`config.mk`:
```
export PLATFORM = sky130hd
export DESIGN_NAME = uarith_unit
export DESIGN_NICKNAME = d
export VERILOG_FILES = /design/src/rtl/uarith_pkg.sv /design/src/rtl/uarith_zsel.sv /design/src/rtl/uarith_addsub.sv /design/src/rtl/uarith_mul_step.sv /design/src/rtl/uarith_unit.sv
export SDC_FILE = /design/constraint.sdc
export NUM_CORES = 2
export LEC_CHECK = 0
export BUFFER_PORTS_ARGS = -buffer_cell sky130_fd_sc_hd__buf_2
export CAP_MARGIN = 30
export CORE_ASPECT_RATIO = 1.1
export CORE_MARGIN = 2
export CORE_UTILIZATION = 45
export DETAILED_ROUTE_END_ITERATION = 12
export PLACE_DENSITY = 0.58
export SLEW_MARGIN = 20
export SYNTH_ARGS = -nofsm -noshare
export SYNTH_HDL_FRONTEND = slang
export SYNTH_HIERARCHICAL = 1
export SYNTH_SLANG_ARGS = --single-unit
```
`constraint.sdc`:
```
create_clock -name clk -period 9.7 [get_ports clk]
set_input_delay 0.97 -clock clk [delete_from_list [all_inputs] [get_ports clk]]
set_output_delay 0.97 -clock clk [all_outputs]
set_load 0.01 [all_outputs]
```
`src/rtl/uarith_pkg.sv`:
```
package uarith_pkg;

    typedef enum logic [1:0] {
        OP_ADD = 2'b00,
        OP_SUB = 2'b01,
        OP_MUL = 2'b10,
        OP_RSV = 2'b11
    } uarith_op_e;

endpackage

```
`src/rtl/uarith_zsel.sv`:
```
module uarith_zsel #(
    parameter int DATA_W = 64,
    parameter int IMM_W  = 8
) (
    input  logic [DATA_W-1:0] z_reg_i,
    input  logic [IMM_W-1:0]  z_imm_i,
    input  logic              use_imm_i,
    output logic [DATA_W-1:0] z_o
);
    // Zero-extend the immediate byte to full width.
    logic [DATA_W-1:0] imm_ext;

    assign imm_ext = DATA_W'(z_imm_i);
    assign z_o     = use_imm_i ? imm_ext : z_reg_i;

endmodule

```
`src/rtl/uarith_addsub.sv`:
```
module uarith_addsub #(
    parameter int DATA_W = 64
) (
    input  logic [DATA_W-1:0] a_i,
    input  logic [DATA_W-1:0] b_i,
    input  logic              sub_i,
    output logic [DATA_W-1:0] sum_o
);
    // Subtraction as a + ~b + 1; the carry out is discarded (mod 2^DATA_W).
    logic [DATA_W-1:0] b_eff;

    assign b_eff = b_i ^ {DATA_W{sub_i}};
    assign sum_o = a_i + b_eff + DATA_W'(sub_i);

endmodule

```
`src/rtl/uarith_mul_step.sv`:
```
module uarith_mul_step #(
    parameter int PROD_W = 128,
    parameter int BPS    = 7
) (
    input  logic [PROD_W-1:0] acc_i,
    input  logic [PROD_W-1:0] mcand_i,
    input  logic [BPS-1:0]    digit_i,
    output logic [PROD_W-1:0] acc_o
);
    // One shifted copy of the multiplicand per multiplier bit in this slice.
    logic [PROD_W-1:0] terms [BPS];

    for (genvar b = 0; b < BPS; b++) begin : g_term
        assign terms[b] = digit_i[b] ? (mcand_i << b) : '0;
    end

    always_comb begin
        acc_o = acc_i;
        for (int b = 0; b < BPS; b++) begin
            acc_o = acc_o + terms[b];
        end
    end

endmodule

```
`src/rtl/uarith_unit.sv`:
```
module uarith_unit
    import uarith_pkg::*;
#(
    parameter int DATA_W     = 64,
    parameter int IMM_W      = 8,
    parameter int MUL_CYCLES = 10
) (
    input  logic              clk,
    input  logic              rst_n,
    input  logic              start_i,
    input  logic [1:0]        op_i,
    input  logic [DATA_W-1:0] y_i,
    input  logic [DATA_W-1:0] z_reg_i,
    input  logic [IMM_W-1:0]  z_imm_i,
    input  logic              use_imm_i,
    output logic              busy_o,
    output logic              done_o,
    output logic [DATA_W-1:0] result_o,
    output logic [DATA_W-1:0] hi_o
);
    localparam int PROD_W = 2 * DATA_W;
    localparam int BPS    = (DATA_W + MUL_CYCLES - 1) / MUL_CYCLES;
    localparam int MPL_W  = BPS * MUL_CYCLES;
    localparam int CNT_W  = $clog2(MUL_CYCLES);

    typedef struct packed {
        logic              busy;
        logic              done;
        logic [CNT_W-1:0]  cnt;
        logic [PROD_W-1:0] acc;
        logic [PROD_W-1:0] mcand;
        logic [MPL_W-1:0]  mplier;
        logic [DATA_W-1:0] result;
        logic [DATA_W-1:0] hi;
    } uarith_state_t;

    uarith_state_t st_d, st_q;

    // Operand path.
    logic [DATA_W-1:0] z_sel;
    logic [DATA_W-1:0] addsub_sum;
    uarith_op_e        op;

    assign op = uarith_op_e'(op_i);

    uarith_zsel #(
        .DATA_W (DATA_W),
        .IMM_W  (IMM_W)
    ) u_zsel (
        .z_reg_i   (z_reg_i),
        .z_imm_i   (z_imm_i),
        .use_imm_i (use_imm_i),
        .z_o       (z_sel)
    );

    uarith_addsub #(
        .DATA_W (DATA_W)
    ) u_addsub (
        .a_i   (y_i),
        .b_i   (z_sel),
        .sub_i (op == OP_SUB),
        .sum_o (addsub_sum)
    );

    // Multiply step inputs: fresh operands on the starting edge, state afterwards.
    logic [PROD_W-1:0] step_acc;
    logic [PROD_W-1:0] step_mcand;
    logic [MPL_W-1:0]  step_mplier;
    logic [PROD_W-1:0] step_sum;

    always_comb begin
        if (st_q.busy) begin
            step_acc    = st_q.acc;
            step_mcand  = st_q.mcand;
            step_mplier = st_q.mplier;
        end else begin
            step_acc    = '0;
            step_mcand  = PROD_W'(y_i);
            step_mplier = MPL_W'(z_sel);
        end
    end

    uarith_mul_step #(
        .PROD_W (PROD_W),
        .BPS    (BPS)
    ) u_mul_step (
        .acc_i   (step_acc),
        .mcand_i (step_mcand),
        .digit_i (step_mplier[BPS-1:0]),
        .acc_o   (step_sum)
    );

    // Next-state logic.
    always_comb begin
        st_d      = st_q;
        st_d.done = 1'b0;

        if (st_q.busy) begin
            st_d.acc    = step_sum;
            st_d.mcand  = step_mcand << BPS;
            st_d.mplier = step_mplier >> BPS;
            st_d.cnt    = st_q.cnt + CNT_W'(1);
            if (st_q.cnt == CNT_W'(MUL_CYCLES - 1)) begin
                st_d.busy   = 1'b0;
                st_d.done   = 1'b1;
                st_d.cnt    = '0;
                st_d.result = step_sum[DATA_W-1:0];
                st_d.hi     = step_sum[PROD_W-1:DATA_W];
            end
        end else if (start_i) begin
            unique case (op)
                OP_ADD, OP_SUB: begin
                    st_d.result = addsub_sum;
                    st_d.done   = 1'b1;
                end
                OP_MUL: begin
                    st_d.busy   = 1'b1;
                    st_d.cnt    = CNT_W'(1);
                    st_d.acc    = step_sum;
                    st_d.mcand  = step_mcand << BPS;
                    st_d.mplier = step_mplier >> BPS;
                end
                default: begin
                    // Reserved code: request dropped.
                end
            endcase
        end
    end

    always_ff @(posedge clk or negedge rst_n) begin
        if (!rst_n) begin
            st_q <= '0;
        end else begin
            st_q <= st_d;
        end
    end

    assign busy_o   = st_q.busy;
    assign done_o   = st_q.done;
    assign result_o = st_q.result;
    assign hi_o     = st_q.hi;

endmodule

```
-- Word-level counts from Yosys, hierarchy flattened
Index checks and enable logic that the tools add are counted.
- eq/ne operators: 4
- reduce and logical (&&, ||, !) cells: 8
- muxes and demuxes: 19
- add/subtract/negate cells: 10
- bitwise logic cells: 1
- operators by type and width (kind ; number):
    $mux 128 ; 10
    $add 128x128->128 ; 7
    $mux 396 ; 2
    $mux 330 ; 1
    $mux 64 ; 2
    $mux 70 ; 1
    $add 64x1->64 ; 1
    $add 64x64->64 ; 1
    $xor 64x64->64 ; 1
    $mux 6 ; 1
    $reduce_bool 2->1 ; 3
    $add 4x1->4 const B ; 1
    $eq 4x4->1 const B ; 1
    $reduce_and 2->1 ; 2
    $reduce_and 3->1 ; 1
    $eq 2x1->1 const B ; 1
    $eq 2x2->1 const B ; 1
    $logic_not 2->1 ; 1
    $mux 1 ; 2
    $ne 2x1->1 const B ; 1
    $reduce_or 2->1 ; 1
- output and inout port bits: 130
- bits in registers: 460

-- Longest topological paths before layout
- word-level depth: 13
- depth in mapped cells: 30

-- Modules after synthesis
The synthesis kept the hierarchy.
- modules (own cells, without submodules) (module ; area an instance (µm²) ; instances ; sequential area each (µm²) ; cells an instance):
    uarith_mul_step ; 30760.8 ; 1 ; 0.0 ; 3718
    uarith_unit ; 20805.0 ; 1 ; 11035.6 ; 1812
    uarith_addsub ; 4564.4 ; 1 ; 0.0 ; 635
    uarith_zsel ; 511.7 ; 1 ; 0.0 ; 71

-- Worst setup path before layout
OpenSTA, ideal clock, no wires.
- path kind: input -> register
- start: input port use_imm_i
- end: register st_q, in the netlist hi_o[56]
- setup slack: 2.262 ns
- library setup time: 0.125 ns
- path buffers: 5
- stages on the path: 29
- arrival: 7.313 ns
- required time: 9.575 ns
- path through: buf_6 buf_8 mux2_4 mux2_2 clkbuf_1 clkbuf_1 clkbuf_1 nand2_1 fa_1 inv_1 fa_1 fa_1 inv_1 fa_1 inv_1 ha_1 a2111oi_0 o21ai_0 nand4b_1 a31oi_1 o2111ai_1 a21o_1 a311oi_1 a211o_1 a31o_2 a211oi_1 o21ai_0 xor2_1 mux2_2
- RTL lines (item ; RTL line ; text):
    start, declared ; uarith_unit.sv:15 ; input logic use_imm_i,
    $mux 64 ; uarith_zsel.sv:14 ; assign z_o = use_imm_i ? imm_ext : z_reg_i;
    named net z_sel[5] ; uarith_unit.sv:40 ; logic [DATA_W-1:0] z_sel;
    $mux 70 ; uarith_unit.sv:72 ; if (st_q.busy) begin
    named net step_mplier[5] ; uarith_unit.sv:68 ; logic [MPL_W-1:0] step_mplier;
    $mux 128 ; uarith_mul_step.sv:14 ; assign terms[b] = digit_i[b] ? (mcand_i << b) : '0;
    $add 128x128->128 (2 in series) ; uarith_mul_step.sv:20 ; acc_o = acc_o + terms[b];
    named net step_sum[120] ; uarith_unit.sv:69 ; logic [PROD_W-1:0] step_sum;
    end signal, assigned ; uarith_unit.sv:134 ; st_q <= st_d;
    end, declared ; uarith_unit.sv:37 ; uarith_state_t st_d, st_q;
The timed path passes the listed nets, and every way through them passes these cells.
A chain may end at the register's enable or synchronous reset.

-- Worst setup path after layout
- start: register st_q, in the netlist busy_o
- end: register st_q, in the netlist hi_o[60]
- word-level cells in the longest chain between the ends: 9
- ends and longest elaborated chain (item ; RTL line ; text):
    $mux 128 (*) ; uarith_unit.sv:72 ;
    named net step_mcand[1] ; uarith_unit.sv:67 ; logic [PROD_W-1:0] step_mcand;
    $mux 128 ; uarith_mul_step.sv:14 ;
    $add 128x128->128 (6 in series) ; uarith_mul_step.sv:20 ;
    $add 128x128->128 (*) ; uarith_mul_step.sv:20 ;
    named net step_sum[124] ; uarith_unit.sv:69 ;
The timed path passes the listed nets; every way through them passes the cells marked *.

==> impl_results.md <==
- Status: completed
- Longest Clk Path Bufs: 3
- Final WL: about 180000 um
- Crit start category: register
- Avg Cell Area, Syn: around 9.1 um^2
- Top-Level Pins: around 270
- Yosys warning count: 6
- Synth Cell Area: between 50000 and 60000 um^2
- Crit path arrival time: between 9 and 10 ns
- First-pass GRT wire length: approximately 280000 um
- Crit path cell chain: buf_4, nor2b_1, nand2_1, fa_1, inv_1, fa_1, fa_1, inv_1, fa_1, inv_1, ha_1, o21ai_0, o21ai_0, nand4b_1, a31oi_1, o2111ai_1, a21o_1, a311oi_1, a211o_1, a31oi_1, o21ai_0, a21oi_1, xnor2_1, mux2_2
- Worst setup EP type: register
- Detail Placement HPWL: roughly 140000 um
- # rows: about 140
- Largest net degree at the start of global routing: about 160
- Synth Area in Compound Gates: 0.135
- Sequential cell area fraction in the yosys report: 0.195
- CTS clock-pin slew for the worst setup and hold paths: 0.06 ns
- Critical Path Fanout Max: between 50 and 60
- RSZ-0062 raised after global routing: no
- CTS tree: yes
- DRC viols: 0
- Final-report setup violation count: 0
- Max-Cap Viols: 0
- CP max stage delay: between 0.7 and 0.8 ns
- Tot GR Track Use: 0.280
- Average wire per standard cell: 22.8 um
- Main combinational cell family by area after synthesis: adder cells
- Mapped Cells: just over 6000
- Min-delay worst type: input pin to asynchronous set/reset pin
- Die Footprint: around 130000 um^2
- Fin. Hold Viols: 0
- Min cycle time layout: roughly 8.6 ns
- Drt pass-1 iters: 6
- Cell mode on critical path: fa_1
- Most frequent cells in the layout: inv_1, fa_1, and2_1
- Critical path type: register to register
- Worst skew pair latency: 0.68 ns
- Root Buffer Master: clkbuf_16
- H-tree depth: 2
- Crit path buffers/inverters: 4
- Simple-Gate Fraction of Synth Area: 0.166
- Layout cell share with drive strength beyond 1: 0.118
- Relative slew slack: 0.341
- Slew @ Worst Pin: 0.989 ns
- Vias in the first global route: 45411
- Final period util: 0.889
- Die X: ~340 um
- Port Buffers: roughly 270
- Initial DRC Count: between 2000 and 2500
- Remaining antenna violation count after routing: 0
- Total CTS buffers: 54
- Final net count: around 7200
- Core area: ~120000 um^2
- Worst clock skew: between 0.02 and 0.03 ns
- Post-synth top flop: dfrtp_1
- Slowest CP cell: dfrtp_4
- EDFF count, synth: 0
- Fraction of the mapped netlist area in adder cells: 0.307
- Vias/cell: ~5.5
- Worst path top cell family by delay: compound AO/OA/AOI/OAI gates
- Max Slew Vio Count: 0
- Crit path required time: 10.24 ns
- FMAX: around 120 MHz
- Post-synthesis register bit count: roughly 440
- P&R area growth vs syn: 6.14%
- Hold buffers post-CTS: 0
- Syn nets: 7321
- Routability-driven placement congestion ratio: around 0.93
- Antenna violations before repair: 21
- Die height: approximately 380 um
- # Post-CTS Setup Buffers: 0
- Post-synth ARST share: 1.00
- Initial Utilization: 0.453
- Clock sinks: ~440
- Post-CTS resize count: 0
- Post-synthesis mux area share: 0.0553
- Setup TNS: 0 ns
- Grt total ovfl: 0
- Vias after detailed routing: approximately 43000
- Xor/xnor cell area share of the yosys netlist: 0.0399
- Most common cell after layout, fill and taps aside: inv_1
- Cell variety after synth: between 100 and 150
[sequential cells by signal, summed over array words and instances, names as in the netlist]
register,flops
hi_o,64
busy_o,1
st_q,311
done_o,1
result_o,64
[final timing paths]
path | depth (start not counted) | to | start | slack [ns]
max reg2reg | 24 | hi_o[60]$_DFFE_PN0P_ | busy_o$_DFF_PN0_ | 1.08
min reg2reg | 1 | st_q[321]$_DFFE_PN0P_ | st_q[321]$_DFFE_PN0P_ | 0.47
max in group asynchronous | 3 | st_q[420]$_DFFE_PN0P_ | rst_n | 7.35
max | 24 | hi_o[60]$_DFFE_PN0P_ | busy_o$_DFF_PN0_ | 1.08
min | 1 | result_o[43]$_DFFE_PN0P_ | rst_n | 0.29
min in group clk | 1 | st_q[321]$_DFFE_PN0P_ | st_q[321]$_DFFE_PN0P_ | 0.47
[worst reg2reg max path, delay by kind of cell (launching register included)]
family	cells	cell delay [ns]
xor+xnor	1	0.19
fa+ha+maj	5	2.32
mux	1	0.28
simple gates	3	0.95
buf+inv	4	0.58
flops	1	0.74
compound gates	10	3.44
[synth_stat cells, types with 22 or more instances]
master	instances	area share
a21o_1	259	0.034
a21oi_1	372	0.033
a22o_1	65	0.010
a31oi_1	29	0.0032
and2_1	708	0.078
buf_2	83	0.0073
buf_4	136	0.018
clkbuf_1	218	0.014
dfrtp_1	441	0.19
fa_1	741	0.26
ha_1	202	0.045
inv_1	912	0.060
mux2_2	270	0.054
nand2_1	609	0.040
nand3_1	31	0.0027
nand4_1	71	0.0078
nor2_1	98	0.0065
nor2b_1	123	0.014
nor3_1	36	0.0032
o211ai_1	62	0.0082
o21a_1	22	0.0029
o21ai_0	170	0.015
o21bai_1	58	0.0077
xnor2_1	122	0.019
xor2_1	136	0.021
[cell families (layout without fill, tap and decap cells)]
family                     Yosys count  in the layout
DFF                                441            441
muxes                              276            276
xor gates and xnor gates           258            258
buffers and inverters             1368           1327
and+or+nand+nor                   1784           1784
adders and majority gates          943            943
other                                0              7
AOI/OAI and AO/OA                 1166           1166
[metal layers]
layer / track usage / vias up / wire (um)
met5: 0 / - / 146
met4: 0.0904 / 20 / 6510
met3: 0.0587 / 298 / 11300
met2: 0.469 / 1217 / 86100
met1: 0.360 / 22153 / 74900
li1: - / 19640 / -
[area by class of cell]
cell class              count  area, um^2
repair buffers            315        1870
clock inverters            17         158
multi-input cells        4427       39900
diodes                      7        17.5
inverters                 912        3420
flip-flops and latches    441       11000
well taps                1656        2070
clock buffers              83        1650
fillers                 12186       64800
[per-stage QoR]
stage	util	setup WS [ns]	hold WS [ns]	instances	instance area, um^2
6_report	0.481	1.08	0.286	7858	60100
3_3_place_gp	0.466	0.790	0.452	7750	58300
5_1_grt	0.481	0.700	0.328	7856	60100
3_5_place_dp	0.467	0.604	0.458	7751	58300
4_1_cts	0.481	1.16	0.297	7851	60100
2_1_floorplan	-	2.26	0.442	6236	56600
Power is not shown: default switching activity piles up to over one toggle a cycle in this logic, so the estimate is an artifact.
